## config.mk

```make
export PLATFORM = sky130hd
export DESIGN_NAME = pcv_fetch_unit
export DESIGN_NICKNAME = d
export VERILOG_FILES = /design/src/rtl/pcv_pkg.sv /design/src/rtl/pcv_regs.sv /design/src/rtl/pcv_decode.sv /design/src/rtl/pcv_shifter.sv /design/src/rtl/pcv_fetch_unit.sv
export SDC_FILE = /design/constraint.sdc
export NUM_CORES = 1
export LEC_CHECK = 0
export BUFFER_PORTS_ARGS = -buffer_cell sky130_fd_sc_hd__buf_2
export CELL_PAD_IN_SITES_DETAIL_PLACEMENT = 1
export CELL_PAD_IN_SITES_GLOBAL_PLACEMENT = 1
export CORE_MARGIN = 2
export CORE_UTILIZATION = 53
export CTS_CLUSTER_SIZE = 25
export DETAILED_ROUTE_END_ITERATION = 10
export PLACE_DENSITY_LB_ADDON = 0.1
export SKIP_CTS_REPAIR_TIMING = 1
export SYNTH_ARGS = -nofsm -noshare
export SYNTH_HDL_FRONTEND = slang
export SYNTH_SLANG_ARGS = --single-unit
export TNS_END_PERCENT = 10
```

## constraint.sdc

```tcl
create_clock -name clk -period 8.7 [get_ports clk]
set_clock_uncertainty 0.15 [all_clocks]
set_input_delay 1.74 -clock clk [delete_from_list [all_inputs] [get_ports clk]]
set_output_delay 1.74 -clock clk [all_outputs]
set_load 0.01 [all_outputs]
```

## src/rtl/pcv_pkg.sv

```systemverilog
package pcv_pkg;
  localparam int CPU_AW = 16;
  localparam int BYTE_W = 8;
  localparam int NREG   = 9;

  localparam int IX_BANK   = 0;
  localparam int IX_WS_LO  = 1;
  localparam int IX_WS_HI  = 2;
  localparam int IX_WE_LO  = 3;
  localparam int IX_WE_HI  = 4;
  localparam int IX_HS_BEG = 5;
  localparam int IX_HS_END = 6;
  localparam int IX_PC_BEG = 7;
  localparam int IX_PC_END = 8;

  typedef logic [BYTE_W-1:0] byte_t;
  typedef logic [CPU_AW-1:0] addr_t;

  // half-open span test on a byte offset
  function automatic logic span_hit(byte_t v, byte_t lo, byte_t hi);
    return (v >= lo) && (v < hi);
  endfunction

  // inclusive range test on a bus address
  function automatic logic addr_in(addr_t a, addr_t lo, addr_t hi);
    return (a >= lo) && (a <= hi);
  endfunction

  // reset contents: empty window, empty spans, bank zero
  function automatic byte_t reset_val(int idx);
    return (idx == IX_WS_LO || idx == IX_WS_HI) ? 8'hFF : 8'h00;
  endfunction
endpackage

```

## src/rtl/pcv_regs.sv

```systemverilog
module pcv_regs
  import pcv_pkg::*;
#(
  parameter int BANK_W = 8
) (
  input  logic              clk,
  input  logic              rst_n,
  input  logic              cpu_ce,
  input  logic              wr_hit,
  input  logic [3:0]        wr_idx,
  input  byte_t             wdata,
  input  logic              commit_ok,
  output logic [BANK_W-1:0] bank_o,
  output addr_t             win_start_o,
  output addr_t             win_end_o,
  output byte_t             hs_beg_o,
  output byte_t             hs_end_o,
  output byte_t             pc_beg_o,
  output byte_t             pc_end_o
);
  byte_t shadow_q [NREG];
  byte_t active_q [NREG];
  logic  wr_valid;

  assign wr_valid = wr_hit && (int'(wr_idx) < NREG);

  always_ff @(posedge clk or negedge rst_n) begin
    if (!rst_n) begin
      for (int i = 0; i < NREG; i++) begin
        shadow_q[i] <= reset_val(i);
        active_q[i] <= reset_val(i);
      end
    end else if (cpu_ce) begin
      if (wr_valid) shadow_q[wr_idx] <= wdata;
      if (commit_ok) begin
        for (int i = 0; i < NREG; i++) active_q[i] <= shadow_q[i];
      end
    end
  end

  assign bank_o      = active_q[IX_BANK][BANK_W-1:0];
  assign win_start_o = {active_q[IX_WS_HI], active_q[IX_WS_LO]};
  assign win_end_o   = {active_q[IX_WE_HI], active_q[IX_WE_LO]};
  assign hs_beg_o    = active_q[IX_HS_BEG];
  assign hs_end_o    = active_q[IX_HS_END];
  assign pc_beg_o    = active_q[IX_PC_BEG];
  assign pc_end_o    = active_q[IX_PC_END];

  // configuration seen by the line stays put across a window read
  a_r7_hold_in_line: assert property (@(posedge clk) disable iff (!rst_n)
    (cpu_ce && !commit_ok) |=> ($stable(bank_o) && $stable(win_start_o) &&
                                $stable(win_end_o) && $stable(hs_beg_o) &&
                                $stable(pc_beg_o)));

  // out-of-range indices leave the shadow copy untouched
  a_r6_ignored_index: assert property (@(posedge clk) disable iff (!rst_n)
    (cpu_ce && wr_hit && (int'(wr_idx) >= NREG)) |=> $stable(shadow_q[IX_BANK]));
endmodule

```

## src/rtl/pcv_decode.sv

```systemverilog
module pcv_decode
  import pcv_pkg::*;
#(
  parameter addr_t REG_BASE = 16'hFF00
) (
  input  addr_t       cpu_addr,
  input  logic        cpu_rd,
  input  logic        cpu_wr,
  input  addr_t       win_start,
  input  addr_t       win_end,
  input  byte_t       hs_beg,
  input  byte_t       hs_end,
  input  byte_t       pc_beg,
  input  byte_t       pc_end,
  output logic        fetch,
  output logic        reg_hit,
  output logic [3:0]  reg_idx,
  output logic        hs_hit,
  output logic        pc_hit
);
  addr_t offset;
  logic  off_short;

  assign fetch     = cpu_rd && addr_in(cpu_addr, win_start, win_end);
  assign offset    = cpu_addr - win_start;
  assign off_short = (offset[CPU_AW-1:BYTE_W] == '0);
  assign hs_hit    = fetch && off_short && span_hit(offset[BYTE_W-1:0], hs_beg, hs_end);
  assign pc_hit    = fetch && off_short && span_hit(offset[BYTE_W-1:0], pc_beg, pc_end);
  assign reg_hit   = cpu_wr && (cpu_addr[CPU_AW-1:4] == REG_BASE[CPU_AW-1:4]);
  assign reg_idx   = cpu_addr[3:0];
endmodule

```

## src/rtl/pcv_shifter.sv

```systemverilog
module pcv_shifter
  import pcv_pkg::*;
(
  input  logic  clk,
  input  logic  rst_n,
  input  logic  cpu_ce,
  input  logic  load_en,
  input  byte_t load_data,
  input  logic  hs_in,
  input  logic  pc_in,
  output logic  pix,
  output logic  hsync,
  output logic  porch
);
  byte_t sh_q;
  logic  hs_q, pc_q;

  always_ff @(posedge clk or negedge rst_n) begin
    if (!rst_n) begin
      sh_q <= '0;
      hs_q <= 1'b0;
      pc_q <= 1'b0;
    end else if (cpu_ce) begin
      sh_q <= load_en ? load_data : '0;
      hs_q <= load_en && hs_in;
      pc_q <= load_en && pc_in;
    end else begin
      sh_q <= {sh_q[BYTE_W-2:0], 1'b0};
    end
  end

  assign pix   = sh_q[BYTE_W-1];
  assign hsync = hs_q;
  assign porch = pc_q;

  // a captured fetch lands whole in the shifter
  a_r3_load_byte: assert property (@(posedge clk) disable iff (!rst_n)
    (cpu_ce && load_en) |=> (sh_q == $past(load_data)));

  // between bus cycle ends the byte moves one place toward the MSB
  a_r3_shift_step: assert property (@(posedge clk) disable iff (!rst_n)
    !cpu_ce |=> (sh_q == {$past(sh_q[BYTE_W-2:0]), 1'b0}));

  // a non-fetch cycle leaves the line blank and sync low
  a_r4_blank: assert property (@(posedge clk) disable iff (!rst_n)
    (cpu_ce && !load_en) |=> (sh_q == '0 && !hsync && !porch));
endmodule

```

## src/rtl/pcv_fetch_unit.sv

```systemverilog
module pcv_fetch_unit
  import pcv_pkg::*;
#(
  parameter int    LOW_W       = 8,
  parameter int    BANK_W      = 8,
  parameter byte_t DUMMY_OP    = 8'hEA,
  parameter addr_t REG_BASE    = 16'hFF00,
  parameter int    DOT_PER_CPU = 8
) (
  input  logic                    clk,
  input  logic                    rst_n,
  input  logic                    cpu_ce,
  input  logic [15:0]             cpu_addr,
  input  logic                    cpu_rd,
  input  logic                    cpu_wr,
  input  logic [7:0]              cpu_wdata,
  input  logic [7:0]              sys_rdata,
  output logic [7:0]              cpu_rdata,
  output logic [BANK_W+LOW_W-1:0] vid_addr,
  input  logic [7:0]              vid_rdata,
  output logic                    pix,
  output logic                    hsync,
  output logic                    porch
);
  localparam int GAP_W = $clog2(DOT_PER_CPU + 1);

  // named internal events
  logic              fetch;
  logic              reg_hit;
  logic [3:0]        reg_idx;
  logic              hs_hit, pc_hit;
  logic [BANK_W-1:0] bank;
  addr_t             win_start, win_end;
  byte_t             hs_beg, hs_end, pc_beg, pc_end;

  pcv_regs #(.BANK_W(BANK_W)) i_regs (
    .clk(clk), .rst_n(rst_n), .cpu_ce(cpu_ce),
    .wr_hit(reg_hit), .wr_idx(reg_idx), .wdata(cpu_wdata),
    .commit_ok(!fetch),
    .bank_o(bank), .win_start_o(win_start), .win_end_o(win_end),
    .hs_beg_o(hs_beg), .hs_end_o(hs_end), .pc_beg_o(pc_beg), .pc_end_o(pc_end)
  );

  pcv_decode #(.REG_BASE(REG_BASE)) i_decode (
    .cpu_addr(cpu_addr), .cpu_rd(cpu_rd), .cpu_wr(cpu_wr),
    .win_start(win_start), .win_end(win_end),
    .hs_beg(hs_beg), .hs_end(hs_end), .pc_beg(pc_beg), .pc_end(pc_end),
    .fetch(fetch), .reg_hit(reg_hit), .reg_idx(reg_idx),
    .hs_hit(hs_hit), .pc_hit(pc_hit)
  );

  pcv_shifter i_shift (
    .clk(clk), .rst_n(rst_n), .cpu_ce(cpu_ce),
    .load_en(fetch), .load_data(vid_rdata),
    .hs_in(hs_hit), .pc_in(pc_hit),
    .pix(pix), .hsync(hsync), .porch(porch)
  );

  assign cpu_rdata = fetch ? DUMMY_OP : sys_rdata;
  assign vid_addr  = {bank, cpu_addr[LOW_W-1:0]};

  // bus-cycle spacing monitor for the dot/CPU ratio
  logic [GAP_W-1:0] gap_q;
  logic             seen_ce_q;

  always_ff @(posedge clk or negedge rst_n) begin
    if (!rst_n) begin
      gap_q     <= '0;
      seen_ce_q <= 1'b0;
    end else if (cpu_ce) begin
      gap_q     <= '0;
      seen_ce_q <= 1'b1;
    end else if (gap_q != GAP_W'(DOT_PER_CPU)) begin
      gap_q <= gap_q + 1'b1;
    end
  end

  // exactly one byte time of dot ticks per bus cycle
  a_r3_ce_spacing: assert property (@(posedge clk) disable iff (!rst_n)
    (cpu_ce && seen_ce_q) |-> (gap_q == GAP_W'(DOT_PER_CPU - 1)));

  // window reads see the substitute opcode, others see memory
  a_r1_dummy_opcode: assert property (@(posedge clk) disable iff (!rst_n)
    fetch |-> (cpu_rdata == DUMMY_OP));
  a_r1_passthrough: assert property (@(posedge clk) disable iff (!rst_n)
    !fetch |-> (cpu_rdata == sys_rdata));

  // without a read strobe there is no display fetch
  a_r9_write_no_fetch: assert property (@(posedge clk) disable iff (!rst_n)
    !cpu_rd |-> !fetch);

  // sync and porch only arise from window reads
  a_r5_sync_in_window: assert property (@(posedge clk) disable iff (!rst_n)
    (hs_hit || pc_hit) |-> fetch);

  // low display address bits follow the program counter
  a_r2_low_bits: assert property (@(posedge clk) disable iff (!rst_n)
    vid_addr[LOW_W-1:0] == cpu_addr[LOW_W-1:0]);
endmodule

```

Word level (Yosys, flattened, before mapping)
Cells that the tools add are included.

Flip-flop bits (word level): 154. Bits in latches: 0. Memory bits (writable): 0. Memory bits (read-only): 0. Input port bits: 45. Output and inout bits: 27. Logic and storage cells: 55. Memories kept: 0.

$add $sub $neg: 1. Multipliers: 0. Divide/modulo/power cells: 0. $lt $le $gt $ge: 9. Equal/unequal tests: 1. Shift-type cells: 0. Multiplexer cells: 6. Bitwise operators: 2. Reduce and logical (&&, ||, !) cells: 15.

Operator list (count): bitwise mux 72 bit (1); demux 8 bit (select 4 bit) (1); 2-to-1 mux 8 bit (4); greater-or-equal comparator 16 bit (1); greater-or-equal comparator 8 bit (2); less-or-equal comparator 16 bit (1); < comparator 8 bit (2); subtractor 16 bit (1); == test 12 bit, second input constant (1); logical AND 1 bit (12); zero test 8 bit (1); greater-or-equal comparator 5 bit, second input constant (1); < comparator 5 x 1 -> 1 bit, second input constant (1); NOT 4 -> 5 bit (1); < comparator 4 bit, second input constant (1); AND reduction 2 bit (2); NOT 1 bit (1).

Logic depth before layout (Yosys ltp)
Depth in word-level cells: 6. Depth in mapped cells: 16. Gate-level depth less buffers: 15.

By module
Synthesis repeated with hierarchy kept, for this count alone.

Cell total of the unflattened synthesis: 646. Area total of the unflattened synthesis: 8040.2 µm².

Modules (own cells, without submodules): pcv_regs (instances 1, cells each 314, area each 5479.0 µm², sequential area each 3643.5 µm²); pcv_decode (instances 1, cells each 290, area each 2082.0 µm², sequential area each 0.0 µm²); pcv_shifter (instances 1, cells each 25, area each 365.4 µm², sequential area each 250.2 µm²); pcv_fetch_unit (instances 1, cells each 17, area each 113.9 µm², sequential area each 0.0 µm²).

Worst setup path before layout
Ideal clock, no wire load.

Kind: input-to-output. From: input port cpu_addr[0]. To: output port cpu_rdata[3]. Data arrival time: 4013 ps. Required time: 6810 ps. Slack: 2797 ps. Stages on the path: 11. Path buffers: 2. Cell sequence: clkbuf_1 clkinv_1 ha_1 fa_1 nand2b_1 a31oi_1 o21ai_0 a31oi_1 o22a_2 clkbuf_1 or2_2.

Longest elaborated chain between the ends: 4. Elaborated cells on any way between the ends: 5. Those cells by class: 2 x order compare; 1 x mux; 2 x reduce/logical.

RTL lines: from (decl) (line pcv_fetch_unit.sv:13) `input logic [15:0] cpu_addr,`; greater-or-equal comparator 16 bit or less-or-equal comparator 16 bit (tied branches) (line pcv_pkg.sv:26) `return (a >= lo) && (a <= hi);`; logical AND 1 bit * (line pcv_pkg.sv:26); logical AND 1 bit * (line pcv_decode.sv:24) `assign fetch = cpu_rd && addr_in(cpu_addr, win_start, win_end);`; 2-to-1 mux 8 bit * (line pcv_fetch_unit.sv:59) `assign cpu_rdata = fetch ? DUMMY_OP : sys_rdata;`; to (decl) (line pcv_fetch_unit.sv:18) `output logic [7:0] cpu_rdata,`.

Every way passes the cells marked *; elsewhere a longest branch is shown, timed or not.

Worst setup path in the final report
From: input port cpu_addr[0]. To: output port cpu_rdata[1].

The elaborated chain is that of the path after synthesis.

==> flow_metrics.py <==
metrics = {
    "outcome": {
        "outcome": "finished clean",
    },
    "power_and_ir_drop": {
        "p_int_w": 0.00117,
        "leakage_nw": 4.41,
        "p_seq_frac": 0.452,
        "p_sw_w": 0.000415,
        "power.density_nw_per_um2": 174,
        "sw_frac_of_total": 0.261,
        "pwr-share-comb": 0.101,
        "peakVddDrop_mv": 0.165,
        "clockPowerShare": 0.447,
    },
    "logic_synthesis": {
        "synth_cell_types": 65,
        "synth.top_cell.area_share": 0.374,
        "ys_ff_latch": 154,
        "synth.top_cells.by_area": "dfrtp_1, dfstp_2, mux2_2, ha_1, mux2_1",
        "synth_edf_count": 0,
        "synth-warning-count": 0,
        "synth_area_sq_um": 8170,
        "yosys.area.top_type": "dfrtp_1",
        "synthFlopType": "dfrtp_1",
        "ys_seq_area_frac": 0.477,
        "syn_area_per_cell_sq_um": 12.1,
        "async_flop_share": 1.00,
        "synth_cells": 673,
        "syn-num-nets": 781,
    },
    "timing": {
        "period_minus_slack_ns": 6.18,
        "finalSetupViolations": 0,
        "hold_violations": 0,
        "tightest_slew_ns": 1.18,
        "drv_slew": 0,
        "setup_tns_ns": 0,
        "fmax_mhz": 162,
        "fin_crit_sh": 0.710,
        "layout_setup_ws_ns": 2.52,
        "maxSlewHeadroom": 0.209,
        "rsz0062_at_grt": "false",
    },
    "floorplanning": {
        "rows": 45,
        "num_io_pins": 72,
        "die_area_sq_um": 16400,
        "die_width_um": 128,
        "die_h_um": 128,
        "initial_utilization": 0.539,
        "coreArea_sq_um": 15100,
    },
    "worst_setup_path": {
        "worst_ep_required_time_ns": 6.81,
        "worstPathCellList": "buf_2 -> clkinv_1 -> ha_1 -> fa_1 -> nand2b_1 -> a31oi_1 -> o21ai_0 -> a31oi_1 -> o22a_2 -> or2_2 -> buf_2",
        "cp_slowest_cell": "fa_1",
        "cp-start-kind": "input pin",
        "max_stage_delay_ns": 0.40,
        "cp.arrival_ns": 4.29,
        "r2r_cells": 9,
        "cp-end-kind": "primary output",
        "path_class": "in -> out",
        "path_max_fanout": 18,
    },
    "cts": {
        "clk_latency_ns": 0.43,
        "root_buffer": "clkbuf_16",
        "clkSlewWorstSetupHoldPaths_ns": 0.06,
        "cts.sink_count": 154,
        "cts_tree": "done",
        "htree_levels": 4,
        "cts_made_buffers": 17,
        "cts.path.max_buffers": 2,
    },
    "routing": {
        "ant_nets": 0,
        "wl_per_cell_um": 20.9,
        "num_vias": 5435,
        "via_per_inst": 5.79,
        "drc": 0,
        "wirelength_um": 19600,
        "drt-initial-drc-count": 178,
        "drt_pre_antenna_iters": 4,
    },
    "cells_and_area": {
        "num-nets-final": 846,
        "antenna_cells": 0,
        "drive_gt1_frac": 0.315,
        "area_delta_synth_final_pct": 11.9,
        "fill_cells": 1558,
    },
    "global_routing": {
        "grt_use_total": 0.256,
        "grt.overflow.total": 0,
        "grt_max_degree": 82,
        "antenna_found_initial": 0,
        "grt_pass1_vias": 5761,
        "grt_pass1_wl_um": 31500,
    },
    "place": {
        "dp_slack_ns": 2.57,
        "io_buffers": 71,
        "place_congestion": 0.866,
        "dp_hpwl_um": 13700,
    },
    "run": {
        "max_cap_violations": 0,
    },
    "worst_hold_path": {
        "whs_path_depth": 1,
        "hp-class": "reg -> reg",
    },
}
==> layout by cell type, fill, tap and decap left out, types with 8 or more instances in the layout <==
| cell type | count |
|---|---|
| a21o_1 | 10 |
| a21oi_1 | 22 |
| buf_2 | 70 |
| clkbuf_16 | 17 |
| dfrtp_1 | 122 |
| dfstp_2 | 32 |
| ha_1 | 62 |
| inv_1 | 71 |
| mux2_1 | 63 |
| mux2_2 | 73 |
| mux2_4 | 9 |
| nand2_1 | 20 |
| nand3_1 | 20 |
| nor2_1 | 16 |
| nor2b_1 | 8 |
| o21ai_0 | 20 |
==> stage by stage <==
stage | area, sq um | hold WS, ns | total power (W) | util | cells
after floorplan | 8170 | 0.302 | 0.000829 | - | 673
after global placement | 8570 | 0.308 | 0.000883 | 0.566 | 907
after detailed placement | 8570 | 0.319 | 0.000891 | 0.566 | 907
after CTS | 9140 | 0.337 | 0.00161 | 0.603 | 938
after global routing | 9140 | 0.350 | 0.00165 | 0.603 | 938
final | 9140 | 0.334 | 0.00159 | 0.603 | 938
==> power by group through the flow <==
stage	Clock [W]	Combinational [W]	Sequential (W)
after detailed placement	0	0.000160	0.000731
after floorplan	0	0.0000973	0.000731
after global placement	0	0.000152	0.000731
final	0.000711	0.000160	0.000719
after CTS	0.000729	0.000162	0.000718
after global routing	0.000758	0.000179	0.000718
==> cells in the mapped netlist (all sizes together), types with 2 or more instances <==
cell     number
nand4b        2
a21o         10
dfstp        32
nand3        20
clkinv        2
a31oi         2
or4b          2
or2           5
o21ai        21
nor3b         3
o21a          5
nor2b         8
inv          71
dfrtp       122
and3          4
a21oi        22
nand4         5
ha           62
o21bai        3
nor4          6
buf          20
nand2        20
o2111ai       3
nor2         16
and2          4
xnor2         2
mux2        145
nand2b        6
o31ai         2
o211ai        2
nor3          6
a211oi        7
o22ai         2
a21boi        2
clkbuf        6
xor2          5
==> registers in the layout (all words and copies together) (netlist names) <==
name / cells
i_regs.shadow_q: 72
i_regs.win_end_o: 16
i_regs.win_start_o: 16
i_regs.bank_o: 8
i_regs.hs_beg_o: 8
i_regs.hs_end_o: 8
i_regs.pc_beg_o: 8
i_regs.pc_end_o: 8
i_shift.sh_q: 8
i_shift.hsync: 1
i_shift.porch: 1
==> worst paths after layout <==
kind / from / end / slack (ns)
setup / recovery: cpu_addr[0] / cpu_rdata[1] / 2.52
hold / removal: i_regs.shadow_q[30] / i_regs.hs_beg_o[6] / 0.33
setup reg to reg: i_regs.win_start_o[8] / i_regs.win_end_o[12] / 4.85
hold reg to reg: i_regs.shadow_q[30] / i_regs.hs_beg_o[6] / 0.33
max in group asynchronous: rst_n / i_regs.shadow_q[47] / 5.77
min in group asynchronous: rst_n / i_regs.shadow_q[21] / 1.19
==> area by class of cell <==
cell class                 count  area (sq um)  share of cell area
sequential                   154          3890               0.426
multi-input combinational    420          3800               0.416
clock buffer                  17           425              0.0466
timing repair buffer          72           369              0.0404
inverter                      73           274              0.0300
tap                          188           235              0.0257
clock inverter                14           136              0.0149
==> critical path: cells and delay by family <==
family | cells | cell delay, ns
adder cells (fa/ha/maj) | 2 | 0.70
AND/OR/NAND/NOR | 2 | 0.36
AO/OA/AOI/OAI | 4 | 0.92
buffers and inverters | 3 | 0.56
==> kinds of logic (layout without fill, tap and decap cells) <==
family                     after synthesis  count (layout)  synth area share
AOI/OAI and AO/OA                       93              93            0.0775
xor gates and xnor gates                 7               7           0.00751
adders and majority gates               63              63            0.0974
buffers and inverters                   99             176            0.0578
DFF                                    154             154             0.477
muxes                                  146             146             0.205
and+or+nand+nor                        111             111            0.0777
==> metal layers <==
layer | wire length, um | global-route usage | up-vias
met5 | 0 | 0 | -
met4 | 351 | 0.0750 | 0
met3 | 660 | 0.0597 | 28
met2 | 9640 | 0.427 | 109
met1 | 8960 | 0.337 | 2793
li1 | - | - | 2505
Note: power is estimated with default switching activity, not from simulation.
